### src/rtl/pwmc_pkg.sv
package pwmc_pkg;

  localparam logic [2:0] MODE_PULSE_MEAS = 3'b110;
  localparam int unsigned NUM_CH = 2;

  typedef enum logic [1:0] {
    EDGE_NONE = 2'b00,
    EDGE_RISE = 2'b01,
    EDGE_FALL = 2'b10,
    EDGE_BOTH = 2'b11
  } edge_sel_e;

  typedef struct packed {
    logic       run;
    logic [2:0] mode;
    edge_sel_e  edge0;
    edge_sel_e  edge1;
    logic       ext_clk;
  } cfg_t;

endpackage

### src/rtl/pwmc_pin_sync.sv
module pwmc_pin_sync #(
  parameter int unsigned SYNC_STAGES = 2
) (
  input  logic clk,
  input  logic rst_n,
  input  logic pin_i,
  output logic rise_o,
  output logic fall_o
);

  localparam int unsigned MSB = SYNC_STAGES - 1;

  logic [MSB:0] chain_q;
  logic         prev_q;

  generate
    if (SYNC_STAGES == 1) begin : g_single
      always_ff @(posedge clk or negedge rst_n) begin
        if (!rst_n) chain_q <= '0;
        else        chain_q <= pin_i;
      end
    end else begin : g_multi
      always_ff @(posedge clk or negedge rst_n) begin
        if (!rst_n) chain_q <= '0;
        else        chain_q <= {chain_q[MSB-1:0], pin_i};
      end
    end
  endgenerate

  always_ff @(posedge clk or negedge rst_n) begin
    if (!rst_n) prev_q <= 1'b0;
    else        prev_q <= chain_q[MSB];
  end

  assign rise_o = chain_q[MSB] & ~prev_q;
  assign fall_o = ~chain_q[MSB] & prev_q;

endmodule

### src/rtl/pwmc_edge_qual.sv
module pwmc_edge_qual
  import pwmc_pkg::*;
(
  input  edge_sel_e sel_i,
  input  logic      rise_i,
  input  logic      fall_i,
  output logic      hit_o
);

  always_comb begin
    unique case (sel_i)
      EDGE_RISE: hit_o = rise_i;
      EDGE_FALL: hit_o = fall_i;
      EDGE_BOTH: hit_o = rise_i | fall_i;
      default:   hit_o = 1'b0;
    endcase
  end

endmodule

### src/rtl/pwmc_counter.sv
module pwmc_counter #(
  parameter int unsigned CNT_W = 16
) (
  input  logic             clk,
  input  logic             rst_n,
  input  logic             active_i,
  input  logic             adv_i,
  input  logic             clear_i,
  output logic [CNT_W-1:0] cnt_o,
  output logic             ovf_o
);

  localparam logic [CNT_W-1:0] CNT_MAX = '1;

  logic [CNT_W-1:0] cnt_q;

  always_ff @(posedge clk or negedge rst_n) begin
    if (!rst_n)                   cnt_q <= '0;
    else if (!active_i || clear_i) cnt_q <= '0;
    else if (adv_i)                cnt_q <= cnt_q + 1'b1;
  end

  assign cnt_o = cnt_q;
  assign ovf_o = active_i & adv_i & (cnt_q == CNT_MAX);


  idle_zero_chk: assert property (@(posedge clk) disable iff (!rst_n)
    !active_i |=> cnt_q == '0);


  clear_zero_chk: assert property (@(posedge clk) disable iff (!rst_n)
    (active_i && clear_i) |=> cnt_q == '0);


  step_chk: assert property (@(posedge clk) disable iff (!rst_n)
    (active_i && adv_i && !clear_i) |=> cnt_q == CNT_W'($past(cnt_q) + 1'b1));


  hold_chk: assert property (@(posedge clk) disable iff (!rst_n)
    (active_i && !adv_i && !clear_i) |=> $stable(cnt_q));

endmodule

### src/rtl/pwmc_capture.sv
module pwmc_capture #(
  parameter int unsigned CNT_W = 16
) (
  input  logic             clk,
  input  logic             rst_n,
  input  logic             fire_i,
  input  logic [CNT_W-1:0] value_i,
  output logic [CNT_W-1:0] data_o,
  output logic             irq_o
);

  always_ff @(posedge clk or negedge rst_n) begin
    if (!rst_n) begin
      data_o <= '0;
      irq_o  <= 1'b0;
    end else begin
      irq_o <= fire_i;
      if (fire_i) data_o <= value_i;
    end
  end


  cap_hold_chk: assert property (@(posedge clk) disable iff (!rst_n)
    !fire_i |=> $stable(data_o));


  cap_load_chk: assert property (@(posedge clk) disable iff (!rst_n)
    fire_i |=> irq_o && data_o == $past(value_i));

endmodule

### src/rtl/pwm_width_timer.sv
module pwm_width_timer
  import pwmc_pkg::*;
#(
  parameter int unsigned CNT_W       = 16,
  parameter int unsigned SYNC_STAGES = 2
) (
  input  logic             clk,
  input  logic             rst_n,
  input  logic             cfg_we,
  input  logic             cfg_run,
  input  logic [2:0]       cfg_mode,
  input  logic [1:0]       cfg_edge0,
  input  logic [1:0]       cfg_edge1,
  input  logic             cfg_ext_clk,
  input  logic             cnt_tick,
  input  logic [1:0]       cap_pin,
  output logic [CNT_W-1:0] cap0_data,
  output logic [CNT_W-1:0] cap1_data,
  output logic             cap0_irq,
  output logic             cap1_irq,
  output logic             ovf_irq
);

  localparam logic [CNT_W-1:0] CNT_MAX = '1;

  cfg_t cfg_q;

  always_ff @(posedge clk or negedge rst_n) begin
    if (!rst_n) begin
      cfg_q <= '{run: 1'b0, mode: 3'b000, edge0: EDGE_NONE,
                 edge1: EDGE_NONE, ext_clk: 1'b0};
    end else if (cfg_we) begin
      cfg_q.run     <= cfg_run;
      cfg_q.mode    <= cfg_mode;
      cfg_q.edge0   <= edge_sel_e'(cfg_edge0);
      cfg_q.edge1   <= edge_sel_e'(cfg_edge1);
      cfg_q.ext_clk <= cfg_ext_clk;
    end
  end

  logic active;
  assign active = cfg_q.run && (cfg_q.mode == MODE_PULSE_MEAS);

  edge_sel_e        sel_eff [NUM_CH];
  logic [NUM_CH-1:0] rise, fall, hit, fire;
  logic [CNT_W-1:0]  cap_data [NUM_CH];
  logic [NUM_CH-1:0] cap_irq;
  logic [CNT_W-1:0]  cnt;
  logic              ovf;
  logic              adv;

  // pin 0 cannot trigger while it is the count clock
  assign sel_eff[0] = cfg_q.ext_clk ? EDGE_NONE : cfg_q.edge0;
  assign sel_eff[1] = cfg_q.edge1;

  generate
    for (genvar ch = 0; ch < NUM_CH; ch++) begin : g_ch
      pwmc_pin_sync #(.SYNC_STAGES(SYNC_STAGES)) u_sync (
        .clk    (clk),
        .rst_n  (rst_n),
        .pin_i  (cap_pin[ch]),
        .rise_o (rise[ch]),
        .fall_o (fall[ch])
      );

      pwmc_edge_qual u_qual (
        .sel_i  (sel_eff[ch]),
        .rise_i (rise[ch]),
        .fall_i (fall[ch]),
        .hit_o  (hit[ch])
      );

      assign fire[ch] = active & hit[ch];

      pwmc_capture #(.CNT_W(CNT_W)) u_cap (
        .clk     (clk),
        .rst_n   (rst_n),
        .fire_i  (fire[ch]),
        .value_i (cnt),
        .data_o  (cap_data[ch]),
        .irq_o   (cap_irq[ch])
      );
    end
  endgenerate

  assign adv = cfg_q.ext_clk ? rise[0] : cnt_tick;

  pwmc_counter #(.CNT_W(CNT_W)) u_cnt (
    .clk      (clk),
    .rst_n    (rst_n),
    .active_i (active),
    .adv_i    (adv),
    .clear_i  (|fire),
    .cnt_o    (cnt),
    .ovf_o    (ovf)
  );

  always_ff @(posedge clk or negedge rst_n) begin
    if (!rst_n) ovf_irq <= 1'b0;
    else        ovf_irq <= ovf;
  end

  assign cap0_data = cap_data[0];
  assign cap1_data = cap_data[1];
  assign cap0_irq  = cap_irq[0];
  assign cap1_irq  = cap_irq[1];


  ext_no_cap0_chk: assert property (@(posedge clk) disable iff (!rst_n)
    cfg_q.ext_clk |=> !cap0_irq);


  none_sel_chk: assert property (@(posedge clk) disable iff (!rst_n)
    (cfg_q.edge1 == EDGE_NONE) |=> !cap1_irq);


  ovf_src_chk: assert property (@(posedge clk) disable iff (!rst_n)
    ovf_irq |-> $past(cnt) == CNT_MAX);


  coincide_chk: assert property (@(posedge clk) disable iff (!rst_n)
    (ovf && (|fire)) |=> ovf_irq && cnt == '0);


  idle_irq_chk: assert property (@(posedge clk) disable iff (!rst_n)
    !active |=> !cap0_irq && !cap1_irq && !ovf_irq);

endmodule

### config.mk
export PLATFORM = sky130hd
export DESIGN_NAME = pwm_width_timer
export DESIGN_NICKNAME = d
export VERILOG_FILES = /design/src/rtl/pwmc_pkg.sv /design/src/rtl/pwmc_pin_sync.sv /design/src/rtl/pwmc_edge_qual.sv /design/src/rtl/pwmc_counter.sv /design/src/rtl/pwmc_capture.sv /design/src/rtl/pwm_width_timer.sv
export SDC_FILE = /design/constraint.sdc
export NUM_CORES = 1
export LEC_CHECK = 0
export ABC_AREA = 1
export BUFFER_PORTS_ARGS = -buffer_cell sky130_fd_sc_hd__buf_4
export CORE_MARGIN = 2
export CORE_UTILIZATION = 51
export DETAILED_ROUTE_END_ITERATION = 6
export PLACE_DENSITY = 0.73
export SLEW_MARGIN = 40
export SYNTH_ARGS = -nofsm -noshare
export SYNTH_HDL_FRONTEND = slang
export SYNTH_SLANG_ARGS = --single-unit
### constraint.sdc
create_clock -name clk -period 1.5 [get_ports clk]
set_input_delay 0.15 -clock clk [delete_from_list [all_inputs] [get_ports clk]]
set_output_delay 0.15 -clock clk [all_outputs]
set_load 0.01 [all_outputs]
==> flow_metrics.py <==
metrics = {
    "outcome": {
        "status": "complete, no violations",
    },
    "worst_setup_path": {
        "crit_start": "g_ch[0].u_sync.chain_q[1]$_DFF_PN0_",
        "cp-end-kind": "flip-flop",
        "worstPathArrival_ns": 1.76,
        "max_stage_delay_ns": 0.41,
        "crit_path_frequent_cell": "nand2_1",
        "cp-start-kind": "flip-flop",
        "rr_startpoint": "g_ch[0].u_sync.chain_q[1]$_DFF_PN0_",
        "crit_path_max_fanout": 5,
        "cp_slowest_cell": "dfrtp_1",
        "required_ns": 1.78,
        "path_class": "reg2reg",
        "rrSetupSlack_ns": 0.02,
        "critical_path.cell_chain": "inv_1 -> ha_1 -> nand2_1 -> nand2_1 -> nand2_2 -> nor2_4 -> nor2_4 -> clkbuf_16 -> nand2_1 -> nor2_1",
    },
    "floorplanning": {
        "initial_core_util": 0.531,
        "fp.dieW_um": 79.9,
        "die_area_um2": 6390,
        "rows": 27,
        "fp.dieH_um": 79.9,
        "core_um2": 5540,
        "io_pins": 50,
    },
    "layout": {
        "final_common_cell": "dfrtp_1",
        "diodes": 0,
        "layout-drive-gt1-share": 0.394,
        "most-common-layout-cells": "66 x dfrtp_1, 60 x nand2_1, 54 x buf_4",
        "final_core_util": 0.691,
        "finalNonFillerCells": 455,
        "num-nets-final": 400,
        "syn_to_final_growth_pct": 30.1,
    },
    "synth": {
        "ys_seq_area_frac": 0.561,
        "synthCells": 314,
        "avgSynthCellArea_um2": 9.37,
        "synthesis.nets": 334,
        "ys_ff_latch": 66,
        "ys_types": 25,
        "yosys_warnings": 0,
        "synth_area_um2": 2940,
    },
    "clock_network": {
        "cts_buffer_depth": 2,
        "clock_sinks": 66,
        "clock_latency_ns": 0.34,
        "numCtsBuffers": 9,
        "tritoncts": "done",
        "htree_levels": 3,
        "cts_root_buffer": "clkbuf_8",
        "clk_pin_slew_ns": 0.07,
    },
    "sta": {
        "slew_viol_final": 0,
        "tns_ns": 0,
        "period_share": 0.989,
        "clock.fmax_ghz": 0.674,
        "max-slew-margin-rel": 0.665,
        "rsz0062_at_grt": "yes",
        "worst_pin_slew_ns": 0.503,
        "setup_viol": 0,
        "skew_ns": 0.00623,
        "hold_violations": 0,
        "whs_ns": 0.0175,
        "fin_crit_ns": 1.48,
    },
    "global_route": {
        "antenna_found_initial": 0,
        "grt_first_pass_wirelength_um": 9490,
        "grt_max_degree": 42,
        "grt-ovfl-total": 0,
        "gr-usage-all-layers": 0.197,
        "grt_pass1_vias": 2108,
    },
    "place": {
        "placed_cells": 432,
        "place.gp.congestion": 0.824,
        "hpwl_um": 3800,
        "port_buffers": 49,
    },
    "routing": {
        "drt-total-wl_um": 5850,
        "vias": 2229,
        "routed_via_density": 4.90,
        "first_pass_iters": 4,
        "ant_nets": 0,
        "first_iter_violations": 118,
        "wl_per_cell_um": 12.9,
        "drc": 0,
    },
    "run": {
        "cap_violations": 0,
    },
    "pwr": {
        "total_power_mw": 3.46,
        "ir_drop_v": 0.000698,
        "power_density_nw_per_um2": 904,
        "leakage_nw": 1.80,
    },
    "hold_path": {
        "min_path_type": "in2reg",
        "hold_start": "cfg_ext_clk",
    },
}
[timing repair]
item / in CTS / in global routing
resized for setup: 3 / 39
endpoints found under the hold margin: 42 / 0
hold buffers: 4 / 0
cloned: 1 / 1
buffers inserted: 1 / 2
pin swaps: 1 / 16
endpoints found under the setup margin: 18 / 33
[final timing paths]
kind	to	cells after the start
max in group asynchronous	u_cnt.cnt_o[2]$_DFFE_PN0P_	3
worst min register to register	g_ch[0].u_sync.chain_q[1]$_DFF_PN0_	0
min in group asynchronous	g_ch[1].u_cap.data_o[12]$_DFFE_PN0P_	2
worst max-delay path	u_cnt.cnt_o[7]$_DFFE_PN0P_	10
worst max register to register	u_cnt.cnt_o[7]$_DFFE_PN0P_	10
worst min-delay path	cfg_q[0]$_DFFE_PN0P_	3
[sequential cells by signal, indices dropped and copies added (netlist names)]
name,cells
cfg_q,9
g_ch.u_cap.data_o,32
g_ch.u_cap.irq_o,2
g_ch.u_sync.chain_q,4
g_ch.u_sync.prev_q,2
ovf_irq,1
u_cnt.cnt_o,16
[where the power goes]
| group | internal [mW] | switching [mW] | leakage [nW] | total, mW |
|---|---|---|---|---|
| logic | 0.106 | 0.141 | 0.820 | 0.247 |
| clock network | 0.740 | 0.632 | 0.0918 | 1.37 |
| registers | 1.81 | 0.0254 | 0.891 | 1.84 |
[cell usage after synthesis, drive strengths merged]
library cell  count  area [um^2]
nand2            87          374
dfrtp            66         1650
inv              45          171
o21ai            42          270
nor2             32          158
nand3            13         75.1
a21oi             8         40.0
buf               7         65.1
ha                5         62.6
xor2              3         26.3
mux2              2         22.5
nor3              2         15.0
clkbuf            1         3.75
nand4             1         6.26
[through the flow]
stage / cell area [um^2] / setup slack [ns]
CTS: 3640 / 0.00732
global placement: 3390 / -0.0119
floorplan: 2940 / 0.104
global route: 3830 / -0.0783
finish: 3830 / 0.0162
detailed placement: 3390 / -0.0718
[worst max-delay path, delay by kind of cell (launching register included)]
kind,cells,cell delay (ns)
buffers and inverters,2,0.24
adders and majority gates,1,0.18
DFF,1,0.41
and+or+nand+nor,7,0.59
[metal layers]
layer	global-route usage	routed length, um	vias up
li1	-	-	1114
met1	0.253	2580	1044
met2	0.310	2860	62
met3	0.0520	301	9
met4	0.0915	108	0
met5	0	0	-
[logic make-up after synthesis]
family	count (synthesis)	synth area share
AOI/OAI and AO/OA	50	0.105
xor gates and xnor gates	3	0.00893
adders and majority gates	5	0.0213
buffers and inverters	53	0.0817
DFF	66	0.561
muxes	2	0.00766
and+or+nand+nor	135	0.214
[area by class of cell]
class / count / area (um^2)
fillers: 454 / 1710
flip-flops and latches: 66 / 1650
multi-input cells: 195 / 1190
repair buffers: 62 / 531
inverters: 45 / 181
clock buffers: 10 / 128
well taps: 72 / 90.1
clock inverters: 4 / 45.0
repair inverters: 1 / 8.76
Power figures use the tool's default switching activity.
